===== config.mk =====
export PLATFORM = sky130hd
export DESIGN_NAME = boot_mode_ctl
export DESIGN_NICKNAME = d
export VERILOG_FILES = /design/src/rtl/boot_mode_pkg.sv /design/src/rtl/mode_latch.sv /design/src/rtl/clk_div.sv /design/src/rtl/brk_gen.sv /design/src/rtl/boot_mode_ctl.sv
export SDC_FILE = /design/constraint.sdc
export NUM_CORES = 1
export LEC_CHECK = 0
export ABC_AREA = 1
export BUFFER_PORTS_ARGS = -buffer_cell sky130_fd_sc_hd__buf_2
export CELL_PAD_IN_SITES_DETAIL_PLACEMENT = 1
export CELL_PAD_IN_SITES_GLOBAL_PLACEMENT = 2
export CORE_AREA = 2 2 44 46
export CTS_CLUSTER_SIZE = 40
export DETAILED_ROUTE_END_ITERATION = 12
export DIE_AREA = 0 0 46 48
export GPL_TIMING_DRIVEN = 0
export PLACE_DENSITY = 0.79
export SYNTH_ARGS = -nofsm -noshare
export SYNTH_HDL_FRONTEND = slang
export SYNTH_HIERARCHICAL = 1
export SYNTH_SLANG_ARGS = --single-unit

===== constraint.sdc =====
create_clock -name clk -period 1 [get_ports clk]
set_input_delay 0.1 -clock clk [delete_from_list [all_inputs] [get_ports clk]]
set_output_delay 0.1 -clock clk [all_outputs]
set_load 0.01 [all_outputs]

===== src/rtl/boot_mode_pkg.sv =====
package boot_mode_pkg;
    parameter int PH_W = 2;
    parameter logic [7:0] PAGE_MON = 8'hFE;
    parameter logic [7:0] PAGE_USR = 8'hFF;

    typedef struct packed {
        logic mon;
        logic csel;
    } mode_t;

    function automatic logic is_monitor(input logic hv, input logic a,
                                        input logic b, input logic c);
        return hv & a & ~b & c;
    endfunction
endpackage


===== src/rtl/mode_latch.sv =====
module mode_latch
    import boot_mode_pkg::*;
(
    input  logic  clk,
    input  logic  rst_n,
    input  logic  hv_detect,
    input  logic  sel_a,
    input  logic  sel_b,
    input  logic  sel_c,
    input  logic  clk_sel,
    output mode_t mode,
    output logic  run
);
    logic rst;
    assign rst = ~rst_n;

    always_ff @(posedge clk) begin
        if (rst) begin
            mode.mon  <= is_monitor(hv_detect, sel_a, sel_b, sel_c);
            mode.csel <= clk_sel;
            run       <= 1'b0;
        end else begin
            run <= 1'b1;
        end
    end

    AST_MODE_FROZEN: assert property (@(posedge clk) disable iff (rst)
        run && $past(run) |-> $stable(mode)) else $error("mode changed");
endmodule


===== src/rtl/clk_div.sv =====
module clk_div
    import boot_mode_pkg::*;
(
    input  logic clk,
    input  logic run,
    input  logic bypass,
    output logic core_en,
    output logic bus_en
);
    logic [PH_W-1:0] ph;

    always_ff @(posedge clk) begin
        if (!run) ph <= '0;
        else      ph <= ph + 1'b1;
    end

    always_comb begin
        core_en = run & (bypass | ph[0]);
        bus_en  = run & (bypass ? ph[0] : (ph == {PH_W{1'b1}}));
    end

    AST_BUS_NEEDS_CORE: assert property (@(posedge clk) disable iff (!run)
        bus_en |-> core_en) else $error("bus without core");
    AST_BYPASS_FULL: assert property (@(posedge clk) disable iff (!run)
        bypass |-> core_en) else $error("bypass gap");
    AST_DIV_ALT: assert property (@(posedge clk) disable iff (!run)
        !bypass && core_en |=> !core_en) else $error("divided core twice");
    AST_RST_QUIET: assert property (@(posedge clk)
        !run |-> !core_en && !bus_en) else $error("enable in reset");
endmodule


===== src/rtl/brk_gen.sv =====
module brk_gen (
    input  logic clk,
    input  logic run,
    input  logic mon,
    input  logic bus_en,
    output logic brk_start
);
    logic done;

    always_ff @(posedge clk) begin
        if (!run)        done <= 1'b0;
        else if (bus_en) done <= 1'b1;
    end

    assign brk_start = run & mon & bus_en & ~done;

    AST_BRK_MON_ONLY: assert property (@(posedge clk) disable iff (!run)
        brk_start |-> mon && bus_en) else $error("stray break");
    AST_BRK_SINGLE: assert property (@(posedge clk) disable iff (!run)
        brk_start |=> !brk_start) else $error("break too long");
endmodule


===== src/rtl/boot_mode_ctl.sv =====
module boot_mode_ctl
    import boot_mode_pkg::*;
(
    input  logic       clk,
    input  logic       rst_n,
    input  logic       hv_detect,
    input  logic       sel_a,
    input  logic       sel_b,
    input  logic       sel_c,
    input  logic       clk_sel,
    output logic       dbg_mode,
    output logic       div_bypass,
    output logic       core_en,
    output logic       bus_en,
    output logic [7:0] vec_page,
    output logic       brk_start
);
    mode_t mode;
    logic  run;

    mode_latch u_latch (
        .clk(clk), .rst_n(rst_n), .hv_detect(hv_detect), .sel_a(sel_a),
        .sel_b(sel_b), .sel_c(sel_c), .clk_sel(clk_sel),
        .mode(mode), .run(run)
    );

    always_comb begin
        dbg_mode   = run & mode.mon;
        div_bypass = run & mode.mon & ~mode.csel;
        vec_page   = dbg_mode ? PAGE_MON : PAGE_USR;
    end

    clk_div u_div (
        .clk(clk), .run(run), .bypass(div_bypass),
        .core_en(core_en), .bus_en(bus_en)
    );

    brk_gen u_brk (
        .clk(clk), .run(run), .mon(dbg_mode), .bus_en(bus_en),
        .brk_start(brk_start)
    );

    AST_USR_NO_BYPASS: assert property (@(posedge clk) disable iff (!run)
        !dbg_mode |-> !div_bypass) else $error("bypass in user mode");
endmodule


## Word level (Yosys, flattened, before mapping)

Cells that the tools add are included.

- Bits of input ports: 7
- Word-level logic and storage cells: 24
- Flip-flop bits (word level): 6
- Output and inout bits: 13

- Equal/unequal tests: 1
- Add/subtract/negate cells: 1
- Multiplexer cells: 3
- Bitwise logic cells: 14

Operator list:

| kind | number |
|---|---|
| bitwise AND 1 bit | 10 |
| two-way mux 1 bit | 3 |
| inverter 1 bit | 3 |
| adder 2 x 1 -> 2 bit, second input constant | 1 |
| == test 2 bit, second input constant | 1 |
| OR 1 bit | 1 |

## Depth between registers and ports, before layout

Gate-level depths: netlist of the first run.

- Depth after elaboration: 6
- Depth in mapped cells: 7
- Gate-level depth less buffers: 7

## Modules after synthesis

The synthesis of the first run kept the hierarchy.

Modules (own cells, without submodules):

| module | area an instance (sq um) | times used | sequential area each (sq um) | cells each |
|---|---|---|---|---|
| mode_latch | 101.3 | 1 | 80.1 | 8 |
| clk_div | 96.3 | 1 | 40.0 | 14 |
| boot_mode_ctl | 72.6 | 1 | 0.0 | 11 |
| brk_gen | 42.5 | 1 | 20.0 | 7 |

## Worst setup path after synthesis of the first run

Ideal clock, no wire load.

- Path kind: reg2out
- Start: reg u_latch.run
- End: out brk_start
- Buffers on the path: 0
- Arrival: 1.199 ns
- Setup slack: -0.299 ns
- Stages on the path, launching flop included: 7
- Required time: 0.900 ns
- Cell sequence: dfxtp_1 > nand2_2 > nor2_2 > nor2_1 > nor2_2 > nand2_1 > nor2_1

- Word-level cells in the longest chain between the ends: 6
- Elaborated cells between the ends (all ways): 7
- Those cells by class: 1 x mux; 6 x bitwise

RTL lines:

| what | line | text |
|---|---|---|
| from (decl) | mode_latch.sv:12 | `output logic run` |
| from (signal assigned) | mode_latch.sv:21 | `run <= 1'b0;` |
| from (signal assigned) | mode_latch.sv:23 | `run <= 1'b1;` |
| bitwise AND 1 bit (2 in a row) | boot_mode_ctl.sv:29 | `div_bypass = run & mode.mon & ~mode.csel;` |
| via div_bypass | boot_mode_ctl.sv:12 | `output logic div_bypass,` |
| two-way mux 1 bit | clk_div.sv:19 | `bus_en = run & (bypass ? ph[0] : (ph == {PH_W{1'b1}}));` |
| bitwise AND 1 bit | clk_div.sv:19 |  |
| via bus_en | boot_mode_ctl.sv:14 | `output logic bus_en,` |
| bitwise AND 1 bit (2 in a row) | brk_gen.sv:15 | `assign brk_start = run & mon & bus_en & ~done;` |
| to (decl) | boot_mode_ctl.sv:16 | `output logic brk_start` |

The timed path passes the listed nets, and every way through them passes these cells.

## Final worst setup path of the first run

- Start: reg, netlist name u_latch/mode[1]
- End: out brk_start

- Word-level cells in the longest chain between the ends: 6
- Elaborated cells between the ends (all ways): 7
- Those cells by class: 1 x mux; 6 x bitwise

RTL lines:

| what | line |
|---|---|
| bitwise AND 1 bit * | boot_mode_ctl.sv:28, boot_mode_ctl.sv:29 |
| bitwise AND 1 bit | boot_mode_ctl.sv:29 |
| two-way mux 1 bit | clk_div.sv:19 |
| bitwise AND 1 bit | clk_div.sv:19 |
| bitwise AND 1 bit * (2 in a row) | brk_gen.sv:15 |

Mark *: on every way between the ends. The rest lies on a longest branch, timed or not.

==> impl_results.md, run 1 <==
- First-pass DRT Iterations: 1
- Core Util, Final: between 30% and 40%
- Maximum root-to-sink buffer count: 2
- Global-route wire length before repair: approximately 980 um
- Setup TNS: -1.20 ns
- Site row count: 15
- Clock-pin slew on the worst setup and hold paths: roughly 0.05 ns
- Worst Path Arrival: around 1.2 ns
- GR met3 Demand/Resource: approximately 3.8%
- Layout cell share with drive strength beyond 1: a little over half
- Core ar.: about 1700 um^2
- GR peak layer: met2
- Total gr overflow: 0
- Starting Density: between 10% and 20%
- Final Max Tran Viols: 0
- Initial DRC Count: 0
- Area Overhead vs Synth: 65.6%
- Achievable frequency: about 750 MHz
- Clk_lat worst skew: around 0.25 ns
- Antenna violations before repair: 0
- Seq/Total Area, Yosys: approximately 45%
- DR vias/cell: between 3 and 4
- CTS Buf Count: 3
- Data required, critical path: ~0.90 ns
- Final #Nets: 76
- RD Place Congestion: 0.626
- Drt drc: 0
- Most common cell after layout, fill and taps aside: buf_4
- Grt met1 use: roughly 5.4%
- Input/output buffers: 12
- Tightest Hold Check Type: in2reg
- Die area: roughly 2200 um^2
- Die H: between 40 and 50 um
- Clock root buffer: clkbuf_4
- Post-DRT Antenna Nets: 0
- Seq cells post-synth: 6
- Synth warn: 6
- Fin. Hold Viols: 0
- H-tree depth: 1
- IO Pins: 20
- GRT Total Usage: under 10%
- Cell variety after synth: 10
- Wire per inst: between 8 and 9 um
- Final WS setup: -0.337 ns
- Mean post-synth cell area: 7.82 um^2
- Crit path max fanout: 3
- Tmin final: 1.34 ns
- Clk_skew: roughly 0.0051 ns
- Antenna Cells: 0
- Largest net degree at the start of global routing: 6
- CTS tree: done
- Vias after detailed routing: approximately 300
- Outcome: complete, but fails checks
- Setup CP Type: reg2out
- Pleak: between 0.2 and 0.3 nW
- Worst IR Drop VDD: approximately 0.0005 V
- Vias in the first global route: approximately 270
- RSZ-0062 raised after global routing: yes
- Commonest cells after routing, fill and taps aside: buf_4 (11), buf_2 (9), nand2_1 (8), conb_1 (7), inv_1 (6)
- Crit. End Element: output port
- Mapped cell area: about 310 um^2
- Met2 usage: between 10% and 20%
- Die X: between 40 and 50 um
- Final setup viols: 6
- Max cap viols: 0
- Tcrit/Tclk final: 134%
- Pwr Density: between 1000 and 1500 nW/um^2
- Startpoint Class: flip-flop
- Failing checks: negative setup slack
- Routed Wire Length: about 690 um
- Clock sinks: 6
- DP HPWL: between 500 and 600 um
- Syn Inst Count: 40
final cells by class:
class / count / area (um^2)
buffer: 7 / 52.6
timing repair buffer: 17 / 119
fill: 213 / 1170
multi-input combinational: 26 / 129
clock buffer: 4 / 26.3
tap: 17 / 21.3
sequential: 6 / 144
inverter: 7 / 26.3
path summary, 6_finish.rpt:
| check | startpoint | end | slack (ns) | cells after the start |
|---|---|---|---|---|
| worst max-delay path | u_latch/mode[1] | brk_start | -0.34 | 8 |
| worst min-delay path | clk_sel | u_latch/mode[0] | 0.03 | 1 |
| worst max register to register | u_div/ph[0] | u_brk/done | 0.04 | 5 |
| worst min register to register | u_brk/done | u_brk/done | 0.45 | 2 |
worst max-delay path, stage by stage (launching register included):
cell      delay [ns]
edfxtp_1        0.37
nand2_2         0.10
nor2_4          0.05
nand2_1         0.06
nand2_1         0.06
nor2_2          0.10
nand2_2         0.07
nor2_2          0.07
buf_2           0.12
state kept, by name, indices dropped and copies added, names as in the netlist:
register,count
u_brk/done,1
u_latch/mode,2
u_div/ph,2
u_latch/run,1
cell usage after synthesis:
cell type | count | area (um^2)
nor2_1 | 5 | 18.8
dfxtp_1 | 4 | 80.1
nand2_1 | 9 | 33.8
ha_1 | 1 | 12.5
nor2_2 | 3 | 18.8
buf_4 | 7 | 52.6
edfxtp_1 | 2 | 60.1
inv_1 | 7 | 26.3
conb_1 | 1 | 3.75
nand2_2 | 1 | 6.26
metal layers:
| layer | part of all wire [%] | vias up |
|---|---|---|
| met4 | 0 | 0 |
| met3 | 9.9 | 0 |
| met1 | 30 | 133 |
| li1 | - | 155 |
| met5 | 0 | - |
| met2 | 60 | 14 |
power by group:
group,leakage [nW],switching (mW),total [mW],internal [mW]
clock network,0.0150,0.0912,0.243,0.151
registers,0.0529,0.0115,0.282,0.270
logic,0.214,0.0628,0.134,0.0707
kinds of logic (layout without fill, tap and decap cells):
group	Yosys count	in the layout	synth area share (%)
simple gates	18	18	24.8
buf+inv	14	35	25.2
flops	6	6	44.8
fa+ha+maj	1	1	4.00
other cells	1	7	1.20
timing repair:
item,CTS,global route
hold buffers,1,0
gates resized for setup,4,3
pin swaps,5,2
setup endpoints to repair,6,7
setup buffers,3,2
endpoints found under the hold margin,1,0
through the flow:
| stage | instance area, um^2 | power (mW) | setup WS (ns) | hold slack (ns) | std cells |
|---|---|---|---|---|---|
| finish | 518 | 0.658 | -0.337 | 0.0283 | 84 |
| global route | 518 | 0.711 | -0.466 | 0.0124 | 84 |
| CTS | 502 | 0.668 | -0.368 | 0.0161 | 83 |
| detailed placement | 425 | 0.394 | -0.157 | 0.223 | 75 |
| global placement | 425 | 0.389 | -0.141 | 0.221 | 75 |
| floorplan | 344 | 0.361 | -0.147 | 0.128 | 46 |
Power figures use the tool's default switching activity.
==> run 2: changes to the inputs <==
--- a/config.mk
+++ b/config.mk
@@ -13,7 +13,6 @@
 export CTS_CLUSTER_SIZE = 40
 export DETAILED_ROUTE_END_ITERATION = 12
 export DIE_AREA = 0 0 46 48
-export GPL_TIMING_DRIVEN = 0
 export PLACE_DENSITY = 0.79
 export SYNTH_ARGS = -nofsm -noshare
 export SYNTH_HDL_FRONTEND = slang
==> run 2 against run 1 <==
Clock skew rose by 0.0046 ns; fmax is 1.0% lower; the flow still finishes with violations (negative setup slack); final cell count fell by 3.6%; critical path type unchanged; wire length fell by 11%; utilization shrank 1.1 points; count of clock-buffer cells in the layout did not move.
==> impl_results.md, run 2 (synthesis gave the netlist of run 1 again) <==
- Reg area: 141 um^2 (-1.7%)
- GRT Total Usage: 6.30% (-0.54 points)
- Largest net degree at the start of global routing: 5 (-1)
- Pwr Density: 1310 nW/um^2 (+3.2%)
- Tmin final: 1.35 ns (+0.0136 ns)
- Crit. End Element: output port
- Vias in the first global route: 250 (-8.1%)
- Commonest cells after routing, fill and taps aside: buf_2 (9), inv_1 (7), conb_1 (7), buf_4 (7), nand2_1 (7)
- Achievable frequency: 741 MHz (-1.0%)
- Clock sinks: 6 (unchanged)
- Clk_skew: 0.00971 ns (+0.00464 ns)
- RSZ-0062 raised after global routing: yes
- Met2 wire length: 344 um (-17%)
- Setup CP Type: reg2out
- Startpoint Class: flip-flop
- Metal3 WL: 57 um (-16%)
- Clock root buffer: clkbuf_4
- Post-DRT Antenna Nets: 0 (unchanged)
- First-pass DRT Iterations: 2 (+1)
- CP peak stage delay: 0.37 ns (about the same)
- Fin. Hold Viols: 0 (unchanged)
- Initial DRC Count: 4 (+4)
- Pleak: 0.275 nW (-2.6%)
- Slowest cell on crit path: edfxtp_1
- Antenna Cells: 0 (unchanged)
- Global-route wire length before repair: 890 um (-9.1%)
- Fill count: 222 (+4.2%)
- Most common cell after layout, fill and taps aside: buf_2
- Critical path's top delay family: simple AND/OR/NAND/NOR gates
- Crit path max fanout: 3 (unchanged)
- Worst Path Arrival: 1.25 ns (about the same)
- Data required, critical path: 0.90 ns (about the same)
- RD Place Congestion: 0.601 (-3.9%)
- Outcome: complete, but fails checks
- Total gr overflow: 0 (unchanged)
- Die X: 46 um (unchanged)
- Final setup viols: 7 (+1)
- Failing checks: negative setup slack
- Top Layer Used: met3
- Maximum root-to-sink buffer count: 2 (unchanged)
- IO Pins: 20 (unchanged)
- Die H: 48 um (unchanged)
- Final Max Tran Viols: 0 (unchanged)
- Pre-CTS setup slack: -0.132 ns (+0.0251 ns)
- Input/output buffers: 12 (unchanged)
- Tcrit/Tclk final: 135% (+1.4 points)
- Area occupied by multi-input gates: 131 um^2 (+1.9%)
- Antenna violations before repair: 0 (unchanged)
- CTS Buf Count: 3 (unchanged)
- H-tree depth: 1 (unchanged)
- Largest registers: u_div/ph x2, u_latch/mode x2
- Wire per inst: 7.57 um (-7.7%)
- DR vias/cell: 3.58 (-0.42%)
- Non-filler instance count after layout: 81 (-3.6%)
- Max cap viols: 0 (unchanged)
- Area Overhead vs Synth: 59.6%
- Cell total after placement: 75 (unchanged)
- Tightest Hold Check Type: in2reg
- Crit path buf inv count: 1 (unchanged)
- Drt drc: 0 (unchanged)
- Final WS setup: -0.350 ns (-0.0136 ns)
- Die area: 2210 um^2 (unchanged)
- DP HPWL: 515 um (-4.0%)
- Site row count: 15 (unchanged)
- Crit-path cells: nand2_2, nor2_4, nand2_1, nand2_1, nor2_2, nand2_2, nor2_2, buf_2
- CTS tree: done
- Layout cell share with drive strength beyond 1: 50.0% (-2.2 points)
- Worst IR Drop VDD: 0.000429 V (-16%)
- Core ar.: 1690 um^2 (unchanged)
- Routed Wire Length: 613 um (-11%)
- M1 wire length: 210 um (+1.4%)
- Clk_lat worst skew: 0.25 ns (about the same)
- Clock-pin slew on the worst setup and hold paths: 0.05 ns (about the same)
- Vias after detailed routing: 290 (-4.0%)
- Starting Density: 18.5% (unchanged)
- Final #Nets: 73 (-3.9%)
-- run 2: repair_timing --
| item | in CTS | in global routing |
|---|---|---|
| pin swaps | 5 | 1 |
| setup buffers | 1 | 1 |
| hold endpoints to repair | 1 | 0 |
| hold buffers | 1 | 0 |
| setup endpoints to repair | 7 | 7 |
| gates resized for setup | 6 | 2 |
-- run 2: through the flow --
stage	utilization [%]	hold slack, ns	TNS (ns)	instance area, um^2	total power [mW]
2_1_floorplan	-	0.128	-0.184	344	0.361
3_3_place_gp	25.2	0.220	-0.208	425	0.390
3_5_place_dp	25.2	0.225	-0.271	425	0.393
4_1_cts	29.4	0.00727	-1.52	497	0.677
5_1_grt	29.6	0.0202	-1.82	499	0.702
6_report	29.6	0.0213	-1.36	499	0.655
-- run 2: path summary, 6_finish.rpt --
path	from	end	slack, ns	depth (start not counted)
worst max-delay path	u_latch/mode[1]	brk_start	-0.35	8
worst min-delay path	clk_sel	u_latch/mode[0]	0.02	1
worst max register to register	u_latch/mode[1]	u_brk/done	-0.03	8
worst min register to register	u_brk/done	u_brk/done	0.47	2
-- run 2: metal layers --
layer,track usage [%],vias up
li1,-,149
met1,5.17,127
met2,10.3,14
met3,2.26,0
met4,8.57,0
met5,0,-
-- run 2: final cells by class --
class,count,area share (%)
tap,17,4.26
timing repair buffer,21,30.6
sequential,6,28.3
inverter,7,5.26
multi-input combinational,26,26.3
clock buffer,4,5.26
-- run 2: power by group --
group	switching [mW]	leakage (nW)	total, mW	internal [mW]
clock	0.0967	0.0150	0.248	0.152
combinational	0.0610	0.207	0.125	0.0636
sequential	0.00979	0.0526	0.282	0.272
total	0.168	0.275	0.655	0.487
==> run 3: changes to the inputs <==
--- a/config.mk
+++ b/config.mk
@@ -9,11 +9,11 @@
 export BUFFER_PORTS_ARGS = -buffer_cell sky130_fd_sc_hd__buf_2
 export CELL_PAD_IN_SITES_DETAIL_PLACEMENT = 1
 export CELL_PAD_IN_SITES_GLOBAL_PLACEMENT = 2
-export CORE_AREA = 2 2 44 46
+export CORE_AREA = 2 2 46 48
 export CTS_CLUSTER_SIZE = 40
 export DETAILED_ROUTE_END_ITERATION = 12
-export DIE_AREA = 0 0 46 48
-export PLACE_DENSITY = 0.79
+export DIE_AREA = 0 0 48 50
+export PLACE_DENSITY_LB_ADDON = 0.1
 export SYNTH_ARGS = -nofsm -noshare
 export SYNTH_HDL_FRONTEND = slang
 export SYNTH_HIERARCHICAL = 1
==> constraint.sdc (replaced) <==
create_clock -name clk -period 1.18 [get_ports clk]
set_input_delay 0.118 -clock clk [delete_from_list [all_inputs] [get_ports clk]]
set_output_delay 0.118 -clock clk [all_outputs]
set_load 0.01 [all_outputs]
==> run 3 against run 2 <==
The flow still finishes with violations (negative setup slack); cell area fell by 5.8%; clock power fell by 16%; die area rose by 8.7%; power fell by 17%; final cell count rose by 7.4%; count of clock-buffer cells in the layout did not move; sequential share of layout area rose by 2.0 points; critical path depth did not move; clock skew fell by 0.0090 ns; sequential power fell by 15%; critical endpoint unchanged.
==> impl_results.md, run 3 (synthesis gave the netlist of run 1 again) <==
- Outcome: complete, but fails checks
- Failing checks: negative setup slack
- Starting Density: 16.4% (-2.1 points)
- Pleak: 0.252 nW (-8.1%)
- CP peak stage delay: 0.38 ns (about the same)
- Die H: 50 um (+4.2%)
- Crit-path cells: nand2_2, nor2_4, nand2_1, nand2_1, nor2_2, nand2_2, nor2_2, buf_2
- Worst setup path endpoint: brk_start
- R2r startpoint: u_latch/mode[0]
- Data required, critical path: 1.06 ns (+0.16 ns)
- Max cap viols: 0 (unchanged)
- Worst Path Arrival: 1.27 ns (+0.02 ns)
- Clk_skew: 0.000717 ns (-0.00899 ns)
- Crit. End Element: output port
- Most common cell after layout, fill and taps aside: buf_2
- Antenna Cells: 0 (unchanged)
- Core Util, Final: 24.7% (-4.8 points)
- Clk_lat worst skew: 0.24 ns (about the same)
- Worst Reg-to-Reg Cells: 6 (-2)
- Total gr overflow: 0 (unchanged)
- Core ar.: 1900 um^2 (+13%)
- CTS Buf Count: 3 (unchanged)
- Antenna violations before repair: 0 (unchanged)
- Vias in the first global route: 292 (+17%)
- Die area: 2400 um^2 (+8.7%)
- Final setup viols: 3 (-4)
- GRT Total Usage: 6.91% (+0.61 points)
- Final #Nets: 69 (-5.5%)
- Wire per inst: 7.86 um (+3.9%)
- Largest net degree at the start of global routing: 6 (+1)
- First-pass DRT Iterations: 2 (unchanged)
- Routed Wire Length: 684 um (+12%)
- Cell depth of the worst setup path: 8 (unchanged)
- RD Place Congestion: 0.552 (-8.1%)
- Area Overhead vs Synth: 50.4%
- Setup CP Type: reg2out
- Final WS setup: -0.210 ns (+0.140 ns)
- Pre-CTS setup slack: -0.00319 ns (+0.129 ns)
- Clock sinks: 6 (unchanged)
- DR vias/cell: 3.30 (-7.9%)
- Largest registers: u_div/ph x2, u_latch/mode x2
- Pwr Density: 1150 nW/um^2 (-12%)
- CTS tree: done
- Crit path buf inv count: 1 (unchanged)
- Tmin final: ~1.4 ns
- Clock root buffer: clkbuf_4
- Global-route wire length before repair: 1120 um (+26%)
- Die X: 48 um (+4.3%)
- Site row count: 16 (+1)
- Tightest Hold Check Type: in2reg
- Vias after detailed routing: 287 (-1.0%)
- Tcrit/Tclk final: 118%
- Achievable frequency: approximately 720 MHz
- Crit path max fanout: 3 (unchanged)
- Critical path's top delay family: simple AND/OR/NAND/NOR gates
- RSZ-0062 raised after global routing: yes
- Layout cell share with drive strength beyond 1: 46.7% (-3.3 points)
- Input/output buffers: 12 (unchanged)
- Hold path depth: 1 (unchanged)
- Post-DRT Antenna Nets: 0 (unchanged)
- Final Max Tran Viols: 0 (unchanged)
- Initial DRC Count: 1 (-3)
- Fin. Hold Viols: 0 (unchanged)
- Worst r2r dst: u_brk/done
- Worst setup path startpoint: u_latch/mode[1]
- Drt drc: 0 (unchanged)
- Commonest cells after routing, fill and taps aside: buf_2 (10), nand2_1 (8), inv_1 (7), conb_1 (7)
- Clock-pin slew on the worst setup and hold paths: 0.05 ns (about the same)
- Maximum root-to-sink buffer count: 2 (unchanged)
- Startpoint Class: flip-flop
- IO Pins: 20 (unchanged)
- Slowest cell on crit path: edfxtp_1
- R2R setup slack: 0.22 ns (+0.25 ns)
- H-tree depth: 1 (unchanged)
- Worst IR Drop VDD: 0.000334 V (-22%)
run 3: worst min-delay path by stage:
stage / from / to / slack [ns]
global placement: rst_n / u_latch/run / 0.24
detailed placement: rst_n / u_latch/run / 0.24
global route: clk_sel / u_latch/mode[0] / 0.03
finish: clk_sel / u_latch/mode[0] / 0.05
CTS: clk_sel / u_latch/mode[0] / 0.03
floorplan: rst_n / u_latch/run / 0.15
run 3: where the power goes:
part	switching, mW	internal (mW)
combinational	0.0496	0.0425
clock	0.0806	0.129
sequential	0.00919	0.231
total	0.139	0.402
run 3: per-layer routing:
metal	GRT usage (%)	share of wire (%)	vias up
met1	5.74	33	129
met4	4.05	0	0
li1	-	-	141
met2	11.3	56	17
met5	0	0	-
met3	4.76	11	0
run 3: metrics by stage:
stage	setup TNS, ns	hold WS (ns)	power [mW]	area [um^2]	cells
after floorplan	0	0.146	0.306	344	46
after global placement	0	0.235	0.318	400	80
after detailed placement	-0.00319	0.240	0.322	400	80
after CTS	-0.512	0.0349	0.551	453	87
after global routing	-0.850	0.0341	0.587	470	87
final	-0.463	0.0496	0.541	470	87
run 3: area by class of cell:
type                    instances  area (um^2)
clock buffers                   4         26.3
fillers                       243         1430
inverters                       7         26.3
multi-input cells              26          129
flip-flops and latches          6          143
well taps                      27         33.8
repair buffers                 17          113
run 3: worst register-to-register path, delay by kind of cell, from the launching register on:
family	cells	cell delay, ns
flops	1	0.41
simple gates	6	0.43
run 3: timing repair:
| item | CTS | global route |
|---|---|---|
| gates resized for setup | 1 | 5 |
| setup buffers | 2 | 1 |
| endpoints found under the hold margin | 1 | 0 |
| pin swaps | 4 | 3 |
| endpoints found under the setup margin | 3 | 5 |
| hold buffers | 1 | 0 |
